`config.mk`:
```
export PLATFORM = sky130hd
export DESIGN_NAME = lc_line_coder
export DESIGN_NICKNAME = d
export VERILOG_FILES = /design/src/rtl/lc_pkg.sv /design/src/rtl/lc_sub_encoder.sv /design/src/rtl/lc_ami_stage.sv /design/src/rtl/lc_sub_decoder.sv /design/src/rtl/lc_line_coder.sv
export SDC_FILE = /design/constraint.sdc
export NUM_CORES = 1
export LEC_CHECK = 0
export BUFFER_PORTS_ARGS = -buffer_cell sky130_fd_sc_hd__buf_2
export CAP_MARGIN = 20
export CORE_AREA = 3 3 65 67
export CTS_CLUSTER_DIAMETER = 200
export DETAILED_ROUTE_END_ITERATION = 7
export DIE_AREA = 0 0 68 70
export PLACE_DENSITY_LB_ADDON = 0.2
export SLEW_MARGIN = 20
export SYNTH_ARGS = -nofsm -noshare
export SYNTH_HDL_FRONTEND = slang
export SYNTH_SLANG_ARGS = --single-unit
export TNS_END_PERCENT = 100
```
`constraint.sdc`:
```
create_clock -name clk -period 3.04 [get_ports clk]
set_input_delay 0 -clock clk [delete_from_list [all_inputs] [get_ports clk]]
set_output_delay 0 -clock clk [all_outputs]
set_load 0.02 [all_outputs]
```
`src/rtl/lc_pkg.sv`:
```
// Shared constants and types for the zero-substitution line coder.
// Assumes the symbol window is at least as long as the longest substituted run.
package lc_pkg;
    localparam int B8_RUN = 8;                     // zeros replaced in the T1 code
    localparam int HD_RUN = 4;                     // zeros replaced in the E1 code
    localparam int WIN    = B8_RUN;                // look-ahead window depth
    localparam int ZW     = $clog2(B8_RUN + 1);    // zero-run counter width

    // Transmit symbol kinds before polarity is assigned
    typedef enum logic [1:0] {
        SYM_ZERO = 2'd0,   // no pulse
        SYM_MARK = 2'd1,   // pulse that alternates
        SYM_VIOL = 2'd2    // pulse repeating the previous polarity
    } sym_t;

    // One received symbol as held in the decoder window
    typedef struct packed {
        logic mark;   // a pulse was present
        logic pos;    // polarity of the pulse (1 = positive)
        logic viol;   // same polarity as the pulse before it
    } rx_ent_t;
endpackage

```
`src/rtl/lc_sub_encoder.sv`:
```
// Transmit substitution stage: delays unipolar bits through a window of
// WIN symbols and rewrites a completed zero run into the substitution code
// of the selected line code. Output is a symbol kind; polarity comes later.
// Assumes the code select is static while data flows.
module lc_sub_encoder
    import lc_pkg::*;
#(
    parameter int DEPTH = WIN
) (
    input  logic clk,
    input  logic rst_n,
    input  logic hdb3,
    input  logic din,
    output sym_t sym_out
);
    sym_t            buf_q [DEPTH];
    sym_t            nb    [DEPTH];
    logic [ZW-1:0]   zrun_q, zrun_n, lim;
    logic            odd_q, odd_n;

    // Next window content with substitution applied to the newest entries
    always_comb begin
        lim    = hdb3 ? ZW'(HD_RUN - 1) : ZW'(B8_RUN - 1);
        nb[0]  = din ? SYM_MARK : SYM_ZERO;
        for (int k = 1; k < DEPTH; k++) nb[k] = buf_q[k-1];
        zrun_n = zrun_q;
        odd_n  = odd_q;
        if (din) begin
            zrun_n = '0;
            odd_n  = ~odd_q;
        end else if (zrun_q == lim) begin
            zrun_n = '0;
            odd_n  = 1'b0;
            if (hdb3) begin
                nb[3] = odd_q ? SYM_ZERO : SYM_MARK;
                nb[0] = SYM_VIOL;
            end else begin
                nb[4] = SYM_VIOL;
                nb[3] = SYM_MARK;
                nb[1] = SYM_VIOL;
                nb[0] = SYM_MARK;
            end
        end else begin
            zrun_n = zrun_q + 1'b1;
        end
    end

    // Window shift and run/parity bookkeeping
    always_ff @(posedge clk) begin
        if (!rst_n) begin
            for (int k = 0; k < DEPTH; k++) buf_q[k] <= SYM_ZERO;
            zrun_q <= '0;
            odd_q  <= 1'b0;
        end else begin
            for (int k = 0; k < DEPTH; k++) buf_q[k] <= nb[k];
            zrun_q <= zrun_n;
            odd_q  <= odd_n;
        end
    end

    assign sym_out = buf_q[DEPTH-1];
endmodule

```
`src/rtl/lc_ami_stage.sv`:
```
// Polarity stage: turns symbol kinds into registered rail pulses.
// Marks alternate; violation symbols repeat the last polarity. A one-cycle
// inject request arms the stage so that the next mark repeats the last
// polarity instead, leaving the alternation state unchanged.
module lc_ami_stage
    import lc_pkg::*;
(
    input  logic clk,
    input  logic rst_n,
    input  sym_t sym,
    input  logic inj,
    output logic pos,
    output logic neg
);
    logic last_q, armed_q;
    logic pulse, hold, pol;

    // Decide whether a pulse is sent and with which polarity
    always_comb begin
        pulse = (sym != SYM_ZERO);
        hold  = (sym == SYM_VIOL) || (armed_q && sym == SYM_MARK);
        pol   = hold ? last_q : ~last_q;
    end

    // Rail registers, polarity memory and the insertion arm
    always_ff @(posedge clk) begin
        if (!rst_n) begin
            pos     <= 1'b0;
            neg     <= 1'b0;
            last_q  <= 1'b0;
            armed_q <= 1'b0;
        end else begin
            pos     <= pulse & pol;
            neg     <= pulse & ~pol;
            if (pulse) last_q <= pol;
            armed_q <= inj | (armed_q & (sym != SYM_MARK));
        end
    end
endmodule

```
`src/rtl/lc_sub_decoder.sv`:
```
// Receive decoder: classifies each rail pulse against the previous one,
// holds WIN symbols, clears valid substitution codes of the selected line
// code and emits data plus a violation flag. In two-rail mode the rails are
// registered straight through. Assumes the code select is static.
module lc_sub_decoder
    import lc_pkg::*;
#(
    parameter int DEPTH = WIN
) (
    input  logic clk,
    input  logic rst_n,
    input  logic hdb3,
    input  logic unipolar,
    input  logic in_pos,
    input  logic in_neg,
    output logic out_a,
    output logic out_b
);
    rx_ent_t buf_q [DEPTH];
    rx_ent_t nb    [DEPTH];
    rx_ent_t cur;
    logic    last_q, hit_b8, hit_hd;

    // Classify the incoming pulse and find completed substitution codes
    always_comb begin
        cur.mark = in_pos | in_neg;
        cur.pos  = in_pos;
        cur.viol = cur.mark & (in_pos == last_q);
        nb[0] = cur;
        for (int k = 1; k < DEPTH; k++) nb[k] = buf_q[k-1];
        hit_b8 = !nb[7].mark && !nb[6].mark && !nb[5].mark
              && nb[4].mark &&  nb[4].viol
              && nb[3].mark && !nb[3].viol
              && !nb[2].mark
              && nb[1].mark &&  nb[1].viol
              && nb[0].mark && !nb[0].viol;
        hit_hd = nb[0].mark && nb[0].viol && !nb[1].mark && !nb[2].mark
              && (!nb[3].mark || (!nb[3].viol && nb[3].pos == nb[0].pos));
        if (hdb3 && hit_hd)
            for (int k = 0; k < HD_RUN; k++) nb[k] = '0;
        if (!hdb3 && hit_b8)
            for (int k = 0; k < 5; k++) nb[k] = '0;
    end

    // Window shift, polarity memory and output selection
    always_ff @(posedge clk) begin
        if (!rst_n) begin
            for (int k = 0; k < DEPTH; k++) buf_q[k] <= '0;
            last_q <= 1'b0;
            out_a  <= 1'b0;
            out_b  <= 1'b0;
        end else begin
            for (int k = 0; k < DEPTH; k++) buf_q[k] <= nb[k];
            if (cur.mark) last_q <= in_pos;
            out_a <= unipolar ? buf_q[DEPTH-1].mark : in_pos;
            out_b <= unipolar ? buf_q[DEPTH-1].viol : in_neg;
        end
    end
endmodule

```
`src/rtl/lc_line_coder.sv`:
```
// Top of the line coder: transmit substitution and polarity, an all-ones
// pattern path, two-rail bypass, loopback routing, violation insertion
// steering and the receive decoder. Every output is a register or a mux
// of registers. Assumes configuration inputs change only between streams.
module lc_line_coder
    import lc_pkg::*;
(
    input  logic clk,
    input  logic rst_n,
    input  logic cfg_hdb3,
    input  logic cfg_unipolar,
    input  logic cfg_taos,
    input  logic cfg_lloop,
    input  logic cfg_rloop,
    input  logic bpv_ins,
    input  logic tx_pos,
    input  logic tx_neg,
    input  logic rx_pos,
    input  logic rx_neg,
    output logic line_pos,
    output logic line_neg,
    output logic rxo_pos,
    output logic rxo_neg
);
    localparam int NPATH = 2;   // path 0: coded data, path 1: all ones

    sym_t enc_sym;
    sym_t sym_in [NPATH];
    logic [NPATH-1:0] inj, ami_pos, ami_neg;
    logic bpv_q, byp_pos, byp_neg, rxq_pos, rxq_neg;
    logic ins_edge, ins_ok, txs_pos, txs_neg, dec_pos, dec_neg;

    lc_sub_encoder #(.DEPTH(WIN)) u_enc (
        .clk     (clk),
        .rst_n   (rst_n),
        .hdb3    (cfg_hdb3),
        .din     (tx_pos),
        .sym_out (enc_sym)
    );

    // Steer an insertion request to the path whose output carries it
    always_comb begin
        ins_edge  = bpv_ins & ~bpv_q;
        ins_ok    = (cfg_unipolar | cfg_taos) & ~cfg_rloop;
        inj[0]    = ins_edge & ins_ok & (~cfg_taos | cfg_lloop);
        inj[1]    = ins_edge & ins_ok & cfg_taos & ~cfg_lloop;
        sym_in[0] = enc_sym;
        sym_in[1] = SYM_MARK;
    end

    for (genvar g = 0; g < NPATH; g++) begin : g_path
        lc_ami_stage u_ami (
            .clk   (clk),
            .rst_n (rst_n),
            .sym   (sym_in[g]),
            .inj   (inj[g]),
            .pos   (ami_pos[g]),
            .neg   (ami_neg[g])
        );
    end

    // Edge memory, two-rail bypass and remote-loop capture registers
    always_ff @(posedge clk) begin
        if (!rst_n) begin
            bpv_q   <= 1'b0;
            byp_pos <= 1'b0;
            byp_neg <= 1'b0;
            rxq_pos <= 1'b0;
            rxq_neg <= 1'b0;
        end else begin
            bpv_q   <= bpv_ins;
            byp_pos <= tx_pos;
            byp_neg <= tx_neg;
            rxq_pos <= rx_pos;
            rxq_neg <= rx_neg;
        end
    end

    // Line and decoder-input selection for the loopback and pattern modes
    always_comb begin
        txs_pos = cfg_unipolar ? ami_pos[0] : byp_pos;
        txs_neg = cfg_unipolar ? ami_neg[0] : byp_neg;
        if (cfg_rloop) begin
            line_pos = rxq_pos;
            line_neg = rxq_neg;
        end else if (cfg_taos) begin
            line_pos = ami_pos[1];
            line_neg = ami_neg[1];
        end else begin
            line_pos = txs_pos;
            line_neg = txs_neg;
        end
        dec_pos = cfg_lloop ? txs_pos : rx_pos;
        dec_neg = cfg_lloop ? txs_neg : rx_neg;
    end

    lc_sub_decoder #(.DEPTH(WIN)) u_dec (
        .clk      (clk),
        .rst_n    (rst_n),
        .hdb3     (cfg_hdb3),
        .unipolar (cfg_unipolar),
        .in_pos   (dec_pos),
        .in_neg   (dec_neg),
        .out_a    (rxo_pos),
        .out_b    (rxo_neg)
    );
endmodule

```
[Yosys cells after proc, flatten, opt, wreduce, memory -nomap -nowiden]
Memories as Yosys holds them, arrays and structs flattened.
Cells that the tools add are included.
Cells by class
  add/sub/neg operators: 1
  multipliers: 0
  divide/modulo/power cells: 0
  magnitude comparators: 0
  equal/unequal tests: 6
  shift-type cells: 0
  multiplexer cells: 45
  bitwise logic cells: 40
  reduce and logical (&&, ||, !) cells: 33
Operator list (number)
  $mux 3: 9
  $mux 2: 12
  $or 1x1->1: 20
  $logic_and 1x1->1: 19
  $mux 1: 18
  $mux 4: 4
  $mux 15: 1
  $mux 12: 1
  $and 1x1->1: 10
  $not 1->1: 10
  $logic_not 1->1: 9
  $add 4x1->4 const B: 1
  $eq 4x4->1: 1
  $reduce_bool 2->1: 2
  $reduce_or 3->1: 1
  $eq 1x1->1: 2
  $eq 2x1->1 const B: 1
  $eq 2x2->1 const B: 1
  $logic_or 1x1->1: 2
  $ne 2x1->1 const B: 1
Word-level totals
  register bits: 20
  latch bits: 0
  memory bits (writable): 40
  ROM bits: 0
  bits of input ports: 12
  memories: 2
Memory list
  u_dec.buf_q: depth 8, width 3, rd ports 8, clocked after Yosys merged registers in 0, wr ports 8, RTL line lc_sub_decoder.sv:19  | rx_ent_t buf_q [DEPTH];
  u_enc.buf_q: depth 8, width 2, rd ports 8, clocked after Yosys merged registers in 0, wr ports 8, RTL line lc_sub_encoder.sv:16  | sym_t buf_q [DEPTH];

[Logic depth before layout (Yosys ltp)]
Gate-level depths: netlist (run 1).
An unclocked memory read counts as a cell.
  word-level depth: 16
  gate-level depth with buffers: 7

[By module]
A second synthesis (run 1) with hierarchy kept.
Second synthesis, totals
  cell total of the unflattened synthesis: 201
  area, all modules: 2114.5 um2
By module, submodules not included
  lc_sub_encoder: instances 1, cells an instance 67, area an instance 747.0 um2, seq. area each 420.4 um2
  lc_sub_decoder: instances 1, cells an instance 67, area an instance 732.0 um2, seq. area each 440.4 um2
  lc_ami_stage: instances 2, cells an instance 19, area an instance 186.4 um2, seq. area each 80.1 um2
  lc_line_coder: instances 1, cells an instance 29, area an instance 262.8 um2, seq. area each 100.1 um2

[Worst setup path before layout (run 1)]
Ideal clock, no wire load.
  path kind: reg-to-reg
  start: memory u_dec.buf_q[0][7] (netlist name)
  end: memory u_dec.buf_q[0][2] (netlist name)
  arrival: 1.391 ns
  path slack: 1.533 ns
  stages on the path, launching flop included: 6
  period minus slack after synthesis: 1.507 ns
  path through: dfxtp_1 > xor2_1 > o31ai_1 > o31ai_4 > a221oi_4 > and3b_1
RTL lines (RTL line)
  start: declaration: lc_sub_decoder.sv:19

==> summary.md, run 1 <==
| Metric | Value |
|---|---|
| Run status | `finished, final reports clean` |
| Commonest non-fill, non-tap cell in the layout | `sky130_fd_sc_hd__dfxtp_1` |
| Accumulated negative setup slack | `0 ps` |
| Number of setup violations in the final report | `0` |
| Net count of the finished layout | `about 230` |
| Pin count of the biggest net entering global routing | `30` |
| Final period util | `0.559` |
| Post-DP HPWL | `2.41 mm` |
| Core Box Area | `3690 sq um` |
| Overall power | `roughly 1.3 mW` |
| Arrival time at the worst endpoint | `between 1500 and 2000 ps` |
| Met2 routed wirelength | `1.61 mm` |
| Final setup skew | `5.00 ps` |
| Gate count of the mapped netlist | `about 200` |
| Die Area | `4760 sq um` |
| Reported leakage power | `0.961 nW` |
| Worst-path maximum fanout | `11` |
| Count of distinct cell types in the synthesized netlist | `between 40 and 50` |
| Internal power summed over all cells | `990 uW` |
| Detailed Route Iter0 Violations | `54` |
| CTS tree | `built` |
| Detailed route wirelength on metal3 | `133 microns` |
| Average footprint of a synthesized cell | `10.3 sq um` |
| Post-CTS resize count | `0` |
| Detail Route Antenna Nets | `0` |
| Share of power burned in the clock network | `0.337` |
| Unrepaired setup endpoints after global routing | `false` |
| Shortest clock period the worst path allows after layout | `1700 ps` |
| X dimension of the die | `roughly 68 microns` |
| Number of synthesized register bits | `between 50 and 60` |
| Combinational Power Share | `0.073` |
| Final estimated routing congestion in global placement | `0.850` |
| NetSw | `288 uW` |
| Signed area change from the synthesized netlist to the final layout | `12.2%` |
| Slew HR | `0.621` |
| PD cells | `565 nW/um^2` |
| CTS Buf Count | `5` |
| Max cap viols | `0` |
| Relative contribution of sequential cells to total power | `0.590` |
| Worst slew pin tran | `568 ps` |
| Peak VDD IR | `0.000290 V` |
| Buffers added on ports | `15` |
| Timing-limited maximum frequency | `roughly 590 MHz` |
| Antenna violations before repair | `0` |
| # diodes | `0` |
| Post-synth net total | `208` |
| Final Max Slew Viols | `0` |
| Clock root cell | `sky130_fd_sc_hd__clkbuf_8` |
| Total standard cell area after synthesis | `2020 sq um` |
| Total global routing overflow | `0` |
| Kind of end point of the critical path | `flop` |
| Die span in y | `70 microns` |
| Total length of routed wires | `3.36 mm` |
| Top sig layer | `met4` |
| Number of hold-slack violations in the final timing report | `0` |
| Post-CTS clock slew at the launch and capture registers of the worst setup and hold paths | `90 ps` |
| Switching fraction of total power | `0.225` |
| Vias in the first global route | `1335` |
| Remaining design rule violation count | `0` |
| DR WL/cell | `12.7 microns` |
| Startpoint Class | `flop` |
| Final core area utilization | `0.613` |
| Overall Global Routing Usage | `0.161` |
| Per-cell via count in the routed design | `5.08` |
| Hold crit path type | `in -> reg` |
| Number of top-level design ports | `16` |
| Warnings from Yosys | `0` |
| Wire length of the first global-routing pass | `5.81 mm` |
| Vias after detailed routing | `1340` |
| Part of the Yosys area used for sequential elements | `0.546` |
| Clock Path Buffers | `2` |
| Routed metal-1 wire length | `1.56 mm` |
| Clock Latency Late Sink | `~300 ps` |
| H-tree depth reported by CTS | `2` |
| Count of clock tree sinks | `55` |
| Class of the most critical setup path | `reg -> reg` |
| First-pass DRT Iterations | `4` |
| Count of standard-cell rows | `22` |
| Commonest cells after routing, fill and taps aside | `sky130_fd_sc_hd__dfxtp_1, sky130_fd_sc_hd__and2_1, sky130_fd_sc_hd__nor2_1, sky130_fd_sc_hd__buf_2, sky130_fd_sc_hd__nand2_1` |
| Worst path required time | `3260 ps` |
| Fraction of layout cells with a size suffix above 1 | `0.153` |
| Effective utilization at floorplan | `0.546` |
==> timing repair <==
action                     4_1_cts  5_1_grt
setup endpoints to repair        0        0
buffers inserted                 0        0
hold buffers                     5        0
hold endpoints to repair         7        0
==> logic make-up after synthesis <==
kind of cell,after synthesis,share of synthesized area
AOI/OAI and AO/OA,22,0.0875
muxes,8,0.0428
and+or+nand+nor,90,0.261
DFF,55,0.546
adders and majority gates,1,0.00621
xor gates and xnor gates,5,0.0217
buffers and inverters,14,0.0341
==> synthesized netlist by cell type <==
| master | number | area, sq um |
|---|---|---|
| sky130_fd_sc_hd__dfxtp_1 | 55 | 1100 |
| sky130_fd_sc_hd__and2_1 | 22 | 138 |
| sky130_fd_sc_hd__nor2_1 | 19 | 71.3 |
| sky130_fd_sc_hd__nand2_1 | 14 | 52.6 |
| sky130_fd_sc_hd__a21oi_1 | 8 | 40.0 |
| sky130_fd_sc_hd__and3b_1 | 7 | 61.3 |
| sky130_fd_sc_hd__inv_1 | 7 | 26.3 |
| sky130_fd_sc_hd__mux2i_1 | 6 | 60.1 |
| sky130_fd_sc_hd__nand2b_1 | 6 | 37.5 |
| sky130_fd_sc_hd__and3_1 | 4 | 25.0 |
| sky130_fd_sc_hd__clkbuf_1 | 3 | 11.3 |
| sky130_fd_sc_hd__nor3b_1 | 3 | 22.5 |
| sky130_fd_sc_hd__nor4_1 | 3 | 18.8 |
| sky130_fd_sc_hd__o21ai_0 | 3 | 15.0 |
| sky130_fd_sc_hd__xor2_1 | 3 | 26.3 |
| sky130_fd_sc_hd__a22oi_1 | 2 | 15.0 |
| sky130_fd_sc_hd__buf_6 | 2 | 22.5 |
| sky130_fd_sc_hd__nand3_1 | 2 | 10.0 |
| sky130_fd_sc_hd__nor3_1 | 2 | 10.0 |
| sky130_fd_sc_hd__o21a_1 | 2 | 15.0 |
| sky130_fd_sc_hd__xnor2_1 | 2 | 17.5 |
| sky130_fd_sc_hd__a221oi_4 | 1 | 26.3 |
| sky130_fd_sc_hd__a31oi_1 | 1 | 6.26 |
| sky130_fd_sc_hd__a32o_1 | 1 | 10.0 |
| sky130_fd_sc_hd__and3_2 | 1 | 7.51 |
| sky130_fd_sc_hd__and4b_4 | 1 | 13.8 |
| sky130_fd_sc_hd__buf_1 | 1 | 3.75 |
| sky130_fd_sc_hd__buf_2 | 1 | 5.00 |
| sky130_fd_sc_hd__ha_1 | 1 | 12.5 |
| sky130_fd_sc_hd__mux2_2 | 1 | 11.3 |
| sky130_fd_sc_hd__mux2_4 | 1 | 15.0 |
| sky130_fd_sc_hd__nor2b_1 | 1 | 6.26 |
| sky130_fd_sc_hd__nor4_4 | 1 | 21.3 |
| sky130_fd_sc_hd__nor4b_1 | 1 | 8.76 |
| sky130_fd_sc_hd__nor4bb_1 | 1 | 10.0 |
| sky130_fd_sc_hd__o21ai_2 | 1 | 8.76 |
| sky130_fd_sc_hd__o21bai_2 | 1 | 11.3 |
| sky130_fd_sc_hd__o31ai_1 | 1 | 7.51 |
| sky130_fd_sc_hd__o31ai_4 | 1 | 21.3 |
| sky130_fd_sc_hd__or2_2 | 1 | 6.26 |
| sky130_fd_sc_hd__or3_1 | 1 | 6.26 |
==> through the flow <==
| stage | instance area [sq um] | instances | hold slack (ps) | worst slack (ps) |
|---|---|---|---|---|
| floorplan | 2020 | 195 | 77.8 | 1530 |
| global placement | 2110 | 251 | 206 | 1440 |
| detailed placement | 2110 | 251 | 212 | 1380 |
| CTS | 2260 | 264 | 27.3 | 1350 |
| global route | 2260 | 264 | 40.3 | 1130 |
| finish | 2260 | 264 | 33.1 | 1340 |
==> final cells by class <==
class                           instances  area [sq um]
Inverter                                7          26.3
Tap cell                               48          60.1
Timing Repair Buffer                   20           125
Multi-Input combinational cell        126           846
Clock buffer                            7          96.3
Clock inverter                          1          7.51
Fill cell                             331          1430
Sequential cell                        55          1100
==> state kept, by name, indices dropped and copies added (netlist names) <==
| signal | flops |
|---|---|
| u_enc.zrun_q | 4 |
| u_dec.out_b | 1 |
| u_dec.buf_q | 19 |
| rxq_neg | 1 |
| g_path.u_ami.armed_q | 2 |
| byp_pos | 1 |
| u_dec.out_a | 1 |
| bpv_q | 1 |
| g_path.u_ami.pos | 2 |
| g_path.u_ami.neg | 2 |
| g_path.u_ami.last_q | 1 |
| rxq_pos | 1 |
| u_dec.last_q | 1 |
| u_enc.buf_q | 16 |
| u_enc.odd_q | 1 |
| byp_neg | 1 |
==> power by group through the flow <==
stage,logic (mW),registers [mW],clock network [mW]
floorplan,0.0659,0.768,0
CTS,0.0945,0.754,0.442
global route,0.105,0.756,0.477
detailed placement,0.0886,0.770,0
finish,0.0935,0.753,0.431
global placement,0.0862,0.769,0
==> worst max-delay path, stage by stage (launching register included) <==
cell	delay (ps)
sky130_fd_sc_hd__dfxtp_1	340
sky130_fd_sc_hd__and3b_1	180
sky130_fd_sc_hd__o21ai_2	230
sky130_fd_sc_hd__a31oi_1	120
sky130_fd_sc_hd__a21oi_1	490
sky130_fd_sc_hd__nor3b_1	260
==> path summary, 6_finish.rpt <==
path                              to                 from  slack (ps)  cells after the start
max                u_dec.buf_q[0][1]  g_path[0].u_ami.pos        1340                      5
min          g_path[1].u_ami.armed_q             cfg_taos          30                      2
max reg2reg        u_dec.buf_q[0][1]  g_path[0].u_ami.pos        1340                      5
min reg2reg        u_dec.buf_q[1][3]    u_dec.buf_q[1][0]         440                      1
==> per-layer routing <==
metal,up-vias,track usage
met2,22,0.255
li1,689,-
met5,-,0
met1,621,0.202
met3,8,0.0482
met4,0,0.0618
(Power assumes the default switching activity.)
==> inputs of run 2 (changes only) <==
--- a/config.mk
+++ b/config.mk
@@ -5,6 +5,7 @@
 export SDC_FILE = /design/constraint.sdc
 export NUM_CORES = 1
 export LEC_CHECK = 0
+export ABC_AREA = 1
 export BUFFER_PORTS_ARGS = -buffer_cell sky130_fd_sc_hd__buf_2
 export CAP_MARGIN = 20
 export CORE_AREA = 3 3 65 67
==> constraint.sdc (replaced) <==
create_clock -name clk -period 1.6 [get_ports clk]
set_input_delay 0 -clock clk [delete_from_list [all_inputs] [get_ports clk]]
set_output_delay 0 -clock clk [all_outputs]
set_load 0.02 [all_outputs]
==> run 2 against run 1 <==
Net effect:
- hold slack lost 10 ps
- worst setup slack lost 1100 ps
- cell count grew 19%
- count of clock-buffer cells in the layout grew 1
- sequential cell count is the same
==> summary.md, run 2 <==
| Metric | Value |
|---|---|
| Slew HR | `0.764 (was 0.621)` |
| Count of clock tree sinks | `55 (unchanged)` |
| Fraction of layout cells with a size suffix above 1 | `0.180 (was 0.153)` |
| Cell with the most instances after synthesis | `sky130_fd_sc_hd__dfxtp_1 (unchanged)` |
| Top cell type's share of synthesized area | `0.555 (was 0.546)` |
| Final Max Slew Viols | `0 (unchanged)` |
| Unrepaired setup endpoints after global routing | `false (unchanged)` |
| CTS tree | `built (unchanged)` |
| Max cap viols | `0 (unchanged)` |
| Reported leakage power | `1.11 nW (was 0.961 nW)` |
| Part of the Yosys area used for sequential elements | `0.555 (was 0.546)` |
| Cell types with the highest counts after synthesis | `sky130_fd_sc_hd__dfxtp_1, sky130_fd_sc_hd__inv_1, sky130_fd_sc_hd__nand2_1, sky130_fd_sc_hd__nor2_1, sky130_fd_sc_hd__nand3_1 (was sky130_fd_sc_hd__dfxtp_1, sky130_fd_sc_hd__and2_1, sky130_fd_sc_hd__nor2_1, sky130_fd_sc_hd__nand2_1, sky130_fd_sc_hd__a21oi_1)` |
| Detail Route Antenna Nets | `0 (unchanged)` |
| Gate count of the mapped netlist | `238 (was 195)` |
| Number of synthesized register bits | `55 (unchanged)` |
| Commonest cells after routing, fill and taps aside | `sky130_fd_sc_hd__dfxtp_1, sky130_fd_sc_hd__inv_1, sky130_fd_sc_hd__nand2_1, sky130_fd_sc_hd__nor2_1, sky130_fd_sc_hd__buf_2 (was sky130_fd_sc_hd__dfxtp_1, sky130_fd_sc_hd__and2_1, sky130_fd_sc_hd__nor2_1, sky130_fd_sc_hd__buf_2, sky130_fd_sc_hd__nand2_1)` |
| Vias in the first global route | `1185 (was 1335)` |
| Signed area change from the synthesized netlist to the final layout | `15.1% (was 12.2%)` |
| First-pass DRT Iterations | `4 (unchanged)` |
| Total global routing overflow | `0 (unchanged)` |
| # diodes | `0 (unchanged)` |
| Number of setup violations in the final report | `0 (unchanged)` |
| Post-CTS resize count | `0 (unchanged)` |
| Overall power | `2.45 mW (was 1.28 mW)` |
| Count of distinct cell types in the synthesized netlist | `28 (was 41)` |
| Vias after detailed routing | `1423 (was 1340)` |
| Effective utilization at floorplan | `0.538 (was 0.546)` |
| Largest area contributor in the netlist | `sky130_fd_sc_hd__dfxtp_1 (unchanged)` |
| Clock Latency Late Sink | `300 ps (about the same)` |
| Startpoint Class | `input port (was flop)` |
| Per-cell via count in the routed design | `4.53 (was 5.08)` |
| Total placed instance area | `2120 sq um (was 2110 sq um)` |
| Most common flop cell mapped by yosys | `sky130_fd_sc_hd__dfxtp_1 (unchanged)` |
| Total length of routed wires | `3.07 mm (was 3.36 mm)` |
| Worst-path maximum fanout | `10 (was 11)` |
| Overall Global Routing Usage | `0.141 (was 0.161)` |
| Final period util | `0.880` |
| Clock root cell | `sky130_fd_sc_hd__clkbuf_8 (unchanged)` |
| CTS Buf Count | `5 (unchanged)` |
| Wire length of the first global-routing pass | `4.97 mm (was 5.81 mm)` |
| Antenna violations before repair | `0 (unchanged)` |
| Remaining design rule violation count | `0 (unchanged)` |
| Registers with the highest flip-flop counts | `u_dec.buf_q (19), u_enc.buf_q (16), u_enc.zrun_q (4) (unchanged)` |
| Post-synth EDFFs | `0 (unchanged)` |
| Post-synth net total | `251 (was 208)` |
| Worst slew pin tran | `355 ps (was 568 ps)` |
| Post-CTS clock slew at the launch and capture registers of the worst setup and hold paths | `90 ps (about the same)` |
| Flip-flop count of the largest register after layout | `19 (unchanged)` |
| Die span in y | `70 microns (unchanged)` |
| PD cells | `1070 nW/um^2 (was 565 nW/um^2)` |
| Run status | `finished, final reports clean (unchanged)` |
| Class of the most critical setup path | `in -> reg (was reg -> reg)` |
| Largest reg by FF count | `u_dec.buf_q (unchanged)` |
| DR WL/cell | `9.76 microns (was 12.7 microns)` |
| Clock Path Buffers | `2 (unchanged)` |
| Die Area | `4760 sq um (unchanged)` |
| Accumulated negative setup slack | `0 ps (unchanged)` |
| Post-DP HPWL | `2.21 mm (was 2.41 mm)` |
| Cell types with the largest area share after synthesis | `sky130_fd_sc_hd__dfxtp_1, sky130_fd_sc_hd__inv_1, sky130_fd_sc_hd__nand2_1 (was sky130_fd_sc_hd__dfxtp_1, sky130_fd_sc_hd__and2_1, sky130_fd_sc_hd__nor2_1)` |
| Final core area utilization | `0.620 (was 0.613)` |
| Worst path required time | `1800 ps (was 3260 ps)` |
| Number of hold-slack violations in the final timing report | `0 (unchanged)` |
| Hold crit path type | `in -> reg (unchanged)` |
| Detailed Route Iter0 Violations | `60 (was 54)` |
| Quantity of hold-fixing buffers added after cts | `7 (was 5)` |
| H-tree depth reported by CTS | `2 (unchanged)` |
| Buffers added on ports | `15 (unchanged)` |
| Warnings from Yosys | `0 (unchanged)` |
| Average footprint of a synthesized cell | `8.34 sq um (was 10.3 sq um)` |
| Pin count of the biggest net entering global routing | `19 (was 30)` |
| X dimension of the die | `68 microns (unchanged)` |
| Arrival time at the worst endpoint | `1610 ps (was 1920 ps)` |
| Shortest clock period the worst path allows after layout | `1410 ps` |
| Commonest non-fill, non-tap cell in the layout | `sky130_fd_sc_hd__dfxtp_1 (unchanged)` |
| Kind of end point of the critical path | `flop (unchanged)` |
| Core Box Area | `3690 sq um (unchanged)` |
| Total standard cell area after synthesis | `1990 sq um (was 2020 sq um)` |
| Post-CTS setup repair buffer count | `0 (unchanged)` |
| Cell area after layout | `2290 sq um (was 2260 sq um)` |
| Asr flop ratio synth | `0 (unchanged)` |
| Peak VDD IR | `0.000593 V (was 0.000290 V)` |
| Net count of the finished layout | `278 (was 228)` |
| Final estimated routing congestion in global placement | `0.721 (was 0.850)` |
| Number of top-level design ports | `16 (unchanged)` |
| Final setup skew | `3.40 ps (was 5.00 ps)` |
| Count of standard-cell rows | `22 (unchanged)` |
| Timing-limited maximum frequency | `710 MHz` |
==> run 2: cell type report <==
type	count	area [sq um]
Timing Repair Buffer	23	153
Fill cell	336	1400
Tap cell	48	60.1
Multi-Input combinational cell	129	678
Sequential cell	55	1100
Inverter	51	194
Clock buffer	8	100
==> run 2: per-layer routing <==
layer / global-route usage / up-vias / wire length (microns)
li1: - / 765 / -
met1: 0.170 / 623 / 1440
met2: 0.217 / 29 / 1410
met3: 0.0531 / 6 / 153
met4: 0.0662 / 0 / 64
met5: 0 / - / 0
==> run 2: kinds of logic after synthesis <==
logic type	share of synthesized area
flops	0.555
buf+inv	0.104
compound gates	0.0592
simple gates	0.258
xor+xnor	0.0176
fa+ha+maj	0.00630
==> run 2: where the power goes <==
part | internal [mW] | switching, mW
clock network | 0.395 | 0.395
logic | 0.0826 | 0.130
registers | 1.42 | 0.0252
total | 1.90 | 0.550
==> run 2: critical path, stage by stage <==
cell and delay [ps]:
sky130_fd_sc_hd__dlygate4sd3_1 530, sky130_fd_sc_hd__buf_2 170, sky130_fd_sc_hd__or2_4 280, sky130_fd_sc_hd__nand3_1 120, sky130_fd_sc_hd__nand3_2 110, sky130_fd_sc_hd__nor2_2 110, sky130_fd_sc_hd__nand2_2 100, sky130_fd_sc_hd__nand2_8 130
sky130_fd_sc_hd__nor2_2 50
==> run 2: worst paths after layout <==
check                    start                      end  slack, ps  cells after the start
min reg2reg  u_enc.buf_q[1][1]        u_enc.buf_q[1][3]        410                      2
max                  cfg_lloop        u_dec.buf_q[0][8]        190                      9
max reg2reg    u_enc.zrun_q[0]        u_enc.buf_q[1][1]        280                      7
min                   cfg_taos  g_path[1].u_ami.armed_q         20                      3
==> run 2: per-stage QoR <==
| stage | worst slack (ps) | instances | hold slack, ps |
|---|---|---|---|
| floorplan | 443 | 238 | 78.0 |
| detailed placement | 321 | 299 | 203 |
| finish | 191 | 314 | 22.6 |
| global placement | 341 | 299 | 202 |
| global route | 100 | 314 | 26.7 |
| CTS | 213 | 314 | 10.7 |
==> inputs of run 3 (changes only) <==
--- a/config.mk
+++ b/config.mk
@@ -8,10 +8,12 @@
 export ABC_AREA = 1
 export BUFFER_PORTS_ARGS = -buffer_cell sky130_fd_sc_hd__buf_2
 export CAP_MARGIN = 20
-export CORE_AREA = 3 3 65 67
+export CELL_PAD_IN_SITES_DETAIL_PLACEMENT = 1
+export CELL_PAD_IN_SITES_GLOBAL_PLACEMENT = 1
+export CORE_AREA = 3 3 72 74
 export CTS_CLUSTER_DIAMETER = 200
 export DETAILED_ROUTE_END_ITERATION = 7
-export DIE_AREA = 0 0 68 70
+export DIE_AREA = 0 0 75 77
 export PLACE_DENSITY_LB_ADDON = 0.2
 export SLEW_MARGIN = 20
 export SYNTH_ARGS = -nofsm -noshare
==> run 3 against run 2 <==
Net effect:
- cell count rose by 2.2%
- register-to-register slack lost 40 ps
- first-iteration DRC count fell by 22%
- sequential cell count did not move
- largest power group unchanged
- combinational power grew 2%
- non-clock buffer count increased by 1
- die area rose by 21%
- cell area about the same
- clock skew up 2.6 ps
- wire length is 16% higher
- total power decreased by 2.8%
- critical endpoint unchanged
==> summary.md, run 3 (synthesis gave the netlist of run 2 again) <==
| Metric | Value |
|---|---|
| Worst Hold Path Cells | `2 (was 3)` |
| Startpoint Class | `input port (unchanged)` |
| DR WL/cell | `11.1 microns (was 9.76 microns)` |
| Worst-path maximum fanout | `10 (unchanged)` |
| Final Max Slew Viols | `0 (unchanged)` |
| Fraction of layout cells with a size suffix above 1 | `0.176 (was 0.180)` |
| Post-CTS resize count | `0 (unchanged)` |
| CTS tree | `built (unchanged)` |
| Slew HR | `0.793 (was 0.764)` |
| Commonest non-fill, non-tap cell in the layout | `sky130_fd_sc_hd__dfxtp_1 (unchanged)` |
| Final setup skew | `5.97 ps (was 3.40 ps)` |
| Antenna violations before repair | `0 (unchanged)` |
| Worst path required time | `1800 ps (about the same)` |
| Peak VDD IR | `0.000501 V (was 0.000593 V)` |
| Kind of end point of the critical path | `flop (unchanged)` |
| Vias after detailed routing | `1473 (was 1423)` |
| Shortest clock period the worst path allows after layout | `1400 ps (was 1410 ps)` |
| Clock Latency Late Sink | `300 ps (about the same)` |
| Number of setup violations in the final report | `0 (unchanged)` |
| Detail Route Antenna Nets | `0 (unchanged)` |
| Wire length of the first global-routing pass | `6.17 mm (was 4.97 mm)` |
| Max cap viols | `0 (unchanged)` |
| Final period util | `0.872 (was 0.880)` |
| Unrepaired setup endpoints after global routing | `false (unchanged)` |
| Number of cells traversed by the worst register-to-register path | `7 (unchanged)` |
| Overall Global Routing Usage | `0.140 (was 0.141)` |
| Core Box Area | `4660 sq um (was 3690 sq um)` |
| Class of the most critical setup path | `in -> reg (unchanged)` |
| Number of top-level design ports | `16 (unchanged)` |
| Run status | `finished, final reports clean (unchanged)` |
| Vias in the first global route | `1458 (was 1185)` |
| Timing-limited maximum frequency | `717 MHz (was 710 MHz)` |
| Launch point of the worst hold path | `cfg_hdb3 (was cfg_taos)` |
| Detailed Route Iter0 Violations | `47 (was 60)` |
| Number of hold-slack violations in the final timing report | `0 (unchanged)` |
| First-pass DRT Iterations | `4 (unchanged)` |
| Worst Hold Path EP | `u_enc.buf_q[0][0] (was g_path[1].u_ami.armed_q)` |
| Endpoint of the lowest-slack register-to-register path | `u_enc.buf_q[1][1] (unchanged)` |
| Total global routing overflow | `0 (unchanged)` |
| PD cells | `1040 nW/um^2 (was 1070 nW/um^2)` |
| Net count of the finished layout | `279 (was 278)` |
| Arrival time at the worst endpoint | `1590 ps (was 1610 ps)` |
| Beginning of the worst register-to-register path | `u_enc.zrun_q[0] (unchanged)` |
| Largest reg by FF count | `u_dec.buf_q (unchanged)` |
| Die Area | `5780 sq um (was 4760 sq um)` |
| Worst reg-to-reg setup slack | `240 ps (was 280 ps)` |
| Worst Hold Slack | `10.1 ps (was 22.6 ps)` |
| H-tree depth reported by CTS | `2 (unchanged)` |
| # diodes | `0 (unchanged)` |
| Signed area change from the synthesized netlist to the final layout | `15.1% (about the same)` |
| Per-cell via count in the routed design | `4.59 (was 4.53)` |
| Final estimated routing congestion in global placement | `0.722 (was 0.721)` |
| Clock Path Buffers | `2 (unchanged)` |
| Total length of routed wires | `3.55 mm (was 3.07 mm)` |
| Hold crit path type | `in -> reg (unchanged)` |
| Count of standard-cell rows | `25 (was 22)` |
| Registers with the highest flip-flop counts | `u_dec.buf_q (19), u_enc.buf_q (16), u_enc.zrun_q (4) (unchanged)` |
| Filler cells | `587 (was 336)` |
| Accumulated negative setup slack | `0 ps (unchanged)` |
| Buffers added on ports | `15 (unchanged)` |
| Reported leakage power | `1.10 nW (was 1.11 nW)` |
| X dimension of the die | `75 microns (was 68 microns)` |
| Post-CTS clock slew at the launch and capture registers of the worst setup and hold paths | `90 ps (about the same)` |
| Die span in y | `77 microns (was 70 microns)` |
| Pin count of the biggest net entering global routing | `24 (was 19)` |
| Commonest cells after routing, fill and taps aside | `sky130_fd_sc_hd__dfxtp_1, sky130_fd_sc_hd__inv_1, sky130_fd_sc_hd__nand2_1, sky130_fd_sc_hd__nor2_1, sky130_fd_sc_hd__buf_2 (unchanged)` |
| Count of clock tree sinks | `55 (unchanged)` |
| Flip-flop count of the largest register after layout | `19 (unchanged)` |
| Remaining design rule violation count | `0 (unchanged)` |
| Post-DP HPWL | `2.62 mm (was 2.21 mm)` |
| Effective utilization at floorplan | `0.426 (was 0.538)` |
| Worst slew pin tran | `308 ps (was 355 ps)` |
| Clock root cell | `sky130_fd_sc_hd__clkbuf_8 (unchanged)` |
| CTS Buf Count | `5 (unchanged)` |
==> run 3: cell types whose count changed in the layout (fill, tap and decap cells not counted) <==
cell,delta
sky130_fd_sc_hd__dlygate4sd3_1,+1
sky130_fd_sc_hd__clkinv_2,+1
sky130_fd_sc_hd__clkbuf_1,+1
sky130_fd_sc_hd__clkbuf_8,-2
==> run 3: what timing repair did <==
action                    CTS  global route
hold buffers                8             0
hold endpoints to repair    8             0
buffers inserted            0             0
==> run 3: where the power goes <==
part | leakage [nW] | switching [mW] | internal [mW]
logic | 0.613 | 0.134 | 0.0844
clock network | 0.0422 | 0.408 | 0.308
registers | 0.448 | 0.0258 | 1.42
==> run 3: cell type report <==
class	count	area, sq um	share of cell area
well taps	54	67.6	0.0296
clock inverters	1	5.00	0.00219
multi-input cells	129	678	0.297
inverters	51	194	0.0849
clock buffers	7	76.3	0.0334
flip-flops and latches	55	1100	0.482
repair buffers	24	163	0.0712
==> run 3: metal layers <==
| layer | global-route usage | routed length, microns | part of all wire |
|---|---|---|---|
| met1 | 0.164 | 1700 | 0.48 |
| met2 | 0.232 | 1660 | 0.47 |
| met3 | 0.0393 | 137 | 0.039 |
| met4 | 0.0587 | 57 | 0.016 |
| met5 | 0 | 0 | 0 |
==> run 3: worst max-delay path, stage by stage <==
cell	delay, ps
sky130_fd_sc_hd__dlygate4sd3_1	530
sky130_fd_sc_hd__buf_2	180
sky130_fd_sc_hd__or2_4	280
sky130_fd_sc_hd__nand3_1	120
sky130_fd_sc_hd__nand3_2	100
sky130_fd_sc_hd__nor2_2	100
sky130_fd_sc_hd__nand2_2	100
sky130_fd_sc_hd__nand2_8	140
sky130_fd_sc_hd__nor2_2	40
==> run 3: how the worst max path moves through the flow <==
stage	start	cells after the start	end
floorplan	u_enc.zrun_q[0]	8	u_enc.buf_q[0][2]
global placement	u_enc.zrun_q[0]	7	u_enc.buf_q[1][1]
detailed placement	u_enc.zrun_q[0]	7	u_enc.buf_q[1][1]
CTS	cfg_lloop	9	u_dec.buf_q[0][8]
global route	u_enc.zrun_q[0]	7	u_enc.buf_q[1][1]
finish	cfg_lloop	9	u_dec.buf_q[0][8]
==> run 3: per-stage QoR <==
stage	power [mW]	cells	cell area, sq um	setup slack [ps]	util
after floorplan	1.62	238	1990	443	-
after global placement	1.68	305	2120	244	0.456
after detailed placement	1.69	305	2120	226	0.456
after CTS	2.43	321	2280	188	0.490
after global routing	2.52	321	2280	78.8	0.490
final	2.38	321	2280	205	0.490
